--- config.mk ---
export PLATFORM = sky130hd
export DESIGN_NAME = mux_alu
export DESIGN_NICKNAME = d
export VERILOG_FILES = /design/src/rtl/mux_alu_pkg.sv /design/src/rtl/alu_opnd_reg.sv /design/src/rtl/alu_func_units.sv /design/src/rtl/alu_out_stage.sv /design/src/rtl/mux_alu.sv
export SDC_FILE = /design/constraint.sdc
export NUM_CORES = 1
export LEC_CHECK = 0
export BUFFER_PORTS_ARGS = -buffer_cell sky130_fd_sc_hd__buf_4
export CORE_MARGIN = 1
export CORE_UTILIZATION = 35
export DETAILED_ROUTE_END_ITERATION = 10
export PLACE_DENSITY = 0.57
export SLEW_MARGIN = 40
export SYNTH_ARGS = -nofsm -noshare
export SYNTH_HDL_FRONTEND = slang
export SYNTH_HIERARCHICAL = 1
export SYNTH_SLANG_ARGS = --single-unit
--- constraint.sdc ---
create_clock -name clk -period 5.2 [get_ports clk]
set_input_delay 0.26 -clock clk [delete_from_list [all_inputs] [get_ports clk]]
set_output_delay 0.26 -clock clk [all_outputs]
set_load 0.05 [all_outputs]
--- src/rtl/mux_alu_pkg.sv ---
package mux_alu_pkg;

    typedef enum logic [1:0] {
        OP_ADD = 2'b00,
        OP_SUB = 2'b01,
        OP_CMP = 2'b10,
        OP_MUL = 2'b11
    } alu_op_e;

    typedef struct packed {
        logic lt;
        logic eq;
        logic gt;
    } rel_flags_t;

    localparam int unsigned REL_W   = $bits(rel_flags_t);
    localparam int unsigned N_OPND  = 2;
    localparam rel_flags_t  REL_CLR = '{lt: 1'b0, eq: 1'b0, gt: 1'b0};

    function automatic logic writes_flags(input alu_op_e op);
        return op == OP_CMP;
    endfunction

endpackage

--- src/rtl/alu_opnd_reg.sv ---
module alu_opnd_reg #(
    parameter int unsigned W = 8
) (
    input  logic         clk,
    input  logic         rst,
    input  logic         load,
    input  logic [W-1:0] d,
    output logic [W-1:0] q
);

    always_ff @(posedge clk) begin
        if (rst) begin
            q <= '0;
        end else if (load) begin
            q <= d;
        end
    end

endmodule

--- src/rtl/alu_func_units.sv ---
module alu_func_units
    import mux_alu_pkg::*;
#(
    parameter int unsigned W = 8
) (
    input  logic [W-1:0] opa,
    input  logic [W-1:0] opb,
    output logic [W-1:0] sum,
    output logic [W-1:0] diff,
    output logic [W-1:0] prod,
    output rel_flags_t   rel
);

    // All circuits evaluate on every cycle; the selector picks one later.
    always_comb begin
        sum    = opa + opb;
        diff   = opa - opb;
        prod   = opa * opb;
        rel.lt = opa < opb;
        rel.eq = opa == opb;
        rel.gt = opa > opb;
    end

endmodule

--- src/rtl/alu_out_stage.sv ---
module alu_out_stage
    import mux_alu_pkg::*;
#(
    parameter int unsigned W = 8
) (
    input  logic         clk,
    input  logic         rst,
    input  logic         start,
    input  alu_op_e      op,
    input  logic [W-1:0] sum,
    input  logic [W-1:0] diff,
    input  logic [W-1:0] prod,
    input  rel_flags_t   rel,
    output logic [W-1:0] result,
    output rel_flags_t   flags,
    output logic         done
);

    logic [W-1:0] picked;
    logic         to_flags;

    always_comb begin
        unique case (op)
            OP_ADD:  picked = sum;
            OP_SUB:  picked = diff;
            OP_MUL:  picked = prod;
            default: picked = result;
        endcase
        to_flags = writes_flags(op);
    end

    always_ff @(posedge clk) begin
        if (rst) begin
            result <= '0;
            flags  <= REL_CLR;
            done   <= 1'b0;
        end else begin
            done <= start;
            if (start) begin
                if (to_flags) begin
                    flags <= rel;
                end else begin
                    result <= picked;
                end
            end
        end
    end

endmodule

--- src/rtl/mux_alu.sv ---
module mux_alu
    import mux_alu_pkg::*;
#(
    parameter int unsigned W = 8
) (
    input  logic             clk,
    input  logic             rst,
    input  logic             ld_a,
    input  logic             ld_b,
    input  logic [W-1:0]     a_in,
    input  logic [W-1:0]     b_in,
    input  logic [1:0]       op_sel,
    input  logic             start,
    output logic [W-1:0]     result,
    output logic [REL_W-1:0] cmp_flags,
    output logic             done
);

    logic [W-1:0] opnd_d [N_OPND];
    logic [W-1:0] opnd_q [N_OPND];
    logic         opnd_ld[N_OPND];

    logic [W-1:0] sum_w, diff_w, prod_w;
    rel_flags_t   rel_w, flags_q;

    always_comb begin
        opnd_d[0]  = a_in;
        opnd_d[1]  = b_in;
        opnd_ld[0] = ld_a;
        opnd_ld[1] = ld_b;
    end

    for (genvar i = 0; i < N_OPND; i++) begin : g_opnd
        alu_opnd_reg #(.W(W)) u_reg (
            .clk  (clk),
            .rst  (rst),
            .load (opnd_ld[i]),
            .d    (opnd_d[i]),
            .q    (opnd_q[i])
        );
    end

    alu_func_units #(.W(W)) u_units (
        .opa  (opnd_q[0]),
        .opb  (opnd_q[1]),
        .sum  (sum_w),
        .diff (diff_w),
        .prod (prod_w),
        .rel  (rel_w)
    );

    alu_out_stage #(.W(W)) u_out (
        .clk    (clk),
        .rst    (rst),
        .start  (start),
        .op     (alu_op_e'(op_sel)),
        .sum    (sum_w),
        .diff   (diff_w),
        .prod   (prod_w),
        .rel    (rel_w),
        .result (result),
        .flags  (flags_q),
        .done   (done)
    );

    assign cmp_flags = flags_q;

endmodule

==> results.json <==
{
  "syn2layout_area_growth_pct": 12.9,
  "finalMaxSlewViolations": 0,
  "ys_seq_elements": 28,
  "drv_cap": 0,
  "syn_area_mm2": 0.00270,
  "worstSkewPairLatency_ps": 280,
  "setup_tns_ps": 0,
  "place.gp.congestion": 0.832,
  "cpMaxStageDelayCell": "fa_1",
  "cts.sinks": 28,
  "cp_max_fo": 7,
  "grt_pass1_vias": 2107,
  "nFillCells": 776,
  "setup-violations-final": 0,
  "clockBufferDepth": 2,
  "antenna_found_initial": 0,
  "hold_viol_final": 0,
  "num_antenna_cells": 0,
  "grt_usage_pct": 15.4,
  "yosys_warnings": 6,
  "worst_slack_ps": 1230,
  "std_cell_rows": 31,
  "cp.arrival_ps": 4190,
  "ys_seq_area_share_pct": 20.8,
  "critPathTopFamily": "adder cells",
  "drt-total-wl_um": 5840,
  "vias": 2022,
  "dpl_worst_slack_ps": 1200,
  "grt_pass1_wl_um": 10200,
  "final_cell_mix": "40 x inv_1, 37 x nor2_1, 34 x buf_4",
  "drtPass1Iterations": 4,
  "dp_hpwl_um": 4750,
  "drc_errors": 0,
  "p_per_area_mw_per_mm2": 198,
  "synth_cell_type_count": 32,
  "fin_skew_ps": 5.85,
  "worstPathCellList": "ha_1 -> inv_1 -> fa_1 -> inv_1 -> ha_1 -> fa_1 -> inv_1 -> fa_1 -> inv_1 -> ha_1 -> a21oi_1 -> xnor2_1 -> xnor2_1 -> o22ai_2 -> nor3_2",
  "overflow": 0,
  "post_cts_resized": 0,
  "max_freq_mhz": 252,
  "hp-class": "primary input to flip-flop",
  "path_clk_slew_ps": 100,
  "relSlewSlack_pct": 73.3,
  "worstSetupPathType": "flip-flop to flip-flop",
  "routed_via_density": 4.72,
  "cts_hold_buf": 0,
  "cts_tree": "built",
  "startpoint_type": "flip-flop",
  "syn_nets": 371,
  "ant_nets": 0,
  "total_power_uw": 605,
  "max_slew.worst_pin.slew_ps": 399,
  "cpPeakStageDelay_ps": 550,
  "crit_path_end_kind": "flip-flop",
  "outcome": "finished, final reports clean",
  "cts_made_buffers": 3,
  "critPathRequiredTime_ps": 5410,
  "avgSynthCellArea_um2": 8.92,
  "die_width_um": 89.9,
  "p_leak_uw": 0.00148,
  "final_nets": 398,
  "coreArea_mm2": 0.00737,
  "fp.dieH_um": 89.9,
  "start_util_pct": 36.7,
  "cp_common_cell": "inv_1",
  "grt_max_degree": 29,
  "detail_route.wl_per_cell_um": 13.6,
  "ios": 35,
  "post_cts_buffers": 0,
  "post-route-period-util_pct": 76.4,
  "rsz0062_at_grt": "no",
  "cts-root-buf": "clkbuf_8",
  "final_layout_size_suffix_gt1_share_pct": 17.6,
  "cts_max_level": 1,
  "cp_num_buf_inv": 4,
  "port_buffers": 34,
  "die-area_mm2": 0.00807,
  "ir_drop_v": 0.000109,
  "drt-initial-drc-count": 63,
  "period_minus_slack_ps": 3970,
  "netlist_instances": 303,
  "layout_commonest_cell": "inv_1"
}
synthesized netlist by cell type:
cell type / count / share of area (%)
buf_1: 2 / 0.28
nand3b_4: 1 / 0.74
o21ai_0: 5 / 0.93
xnor2_1: 22 / 7.1
nand2b_1: 6 / 1.4
a21oi_1: 18 / 3.3
clkbuf_1: 1 / 0.14
o22ai_1: 6 / 1.4
and3_1: 1 / 0.23
fa_1: 14 / 10
xor2_1: 5 / 1.6
inv_1: 40 / 5.6
o21ai_1: 1 / 0.19
nand3_4: 1 / 0.65
nor2_1: 37 / 5.1
buf_2: 3 / 0.56
nand2_1: 15 / 2.1
a21o_1: 4 / 1.1
ha_1: 31 / 14
nor3_2: 8 / 3.0
mux2_4: 8 / 4.4
buf_4: 2 / 0.56
or3_1: 1 / 0.23
and2_1: 8 / 1.9
nor3_1: 2 / 0.37
buf_6: 4 / 1.7
mux2i_1: 19 / 7.0
o21bai_1: 3 / 0.83
o22ai_2: 2 / 0.93
nand4_1: 2 / 0.46
dfxtp_1: 28 / 21
nor2b_1: 3 / 0.69
flip-flops by register name, summed over array words and instances, names as in the netlist:
signal,cells
g_opnd.u_reg/q,16
u_out/done,1
u_out/flags,3
u_out/result,8
cells by family (layout without fill, tap and decap cells):
| group | after synthesis | after routing | synth area share [%] |
|---|---|---|---|
| AOI/OAI and AO/OA | 39 | 39 | 8.71 |
| xor gates and xnor gates | 27 | 27 | 8.75 |
| adders and majority gates | 45 | 45 | 24.7 |
| buffers and inverters | 52 | 78 | 8.75 |
| DFF | 28 | 28 | 20.8 |
| muxes | 27 | 27 | 11.5 |
| and+or+nand+nor | 85 | 85 | 16.8 |
worst reg2reg max path, stage by stage, from the launching register on:
cell	delay [ps]
dfxtp_1	500
ha_1	230
inv_1	90
fa_1	530
inv_1	40
ha_1	300
fa_1	550
inv_1	60
fa_1	530
inv_1	40
ha_1	310
a21oi_1	170
xnor2_1	160
xnor2_1	180
o22ai_2	120
nor3_2	100
cell type report:
cell class	instances	area (um^2)	area share [%]
Sequential cell	28	561	18.4
Clock buffer	4	55.1	1.81
Multi-Input combinational cell	223	1900	62.5
Inverter	40	150	4.92
Timing Repair Buffer	34	255	8.37
Tap cell	99	124	4.06
stage by stage:
stage | instance area, um^2 | util (%) | std cells | hold WS, ps
global placement | 2990 | 40.6 | 424 | 479
global route | 3050 | 41.4 | 428 | 209
CTS | 3050 | 41.4 | 428 | 197
finish | 3050 | 41.4 | 428 | 210
detailed placement | 2990 | 40.6 | 424 | 501
floorplan | 2700 | - | 303 | 330
power breakdown:
group / leakage [uW] / internal, uW / switching, uW / total [uW]
clock: 0.0000288 / 67.9 / 69.8 / 138
combinational: 0.00122 / 101 / 120 / 222
sequential: 0.000231 / 229 / 17.1 / 246
worst paths after layout:
check	startpoint	end	slack, ps	cells past startpoint
setup / recovery	g_opnd[0].u_reg/q[3]	u_out/result[7]	1230	15
hold / removal	b_in[7]	g_opnd[1].u_reg/q[7]	210	3
setup reg to reg	g_opnd[0].u_reg/q[3]	u_out/result[7]	1230	15
hold reg to reg	u_out/flags[1]	u_out/flags[1]	520	2
routing by layer:
metal	wire, um	vias up	GRT usage (%)
met4	47	0	3.23
met3	130	5	1.61
li1	-	1035	-
met1	2870	949	20.3
met2	2790	33	27.2
met5	0	-	0
Power figures use the tool's default switching activity.
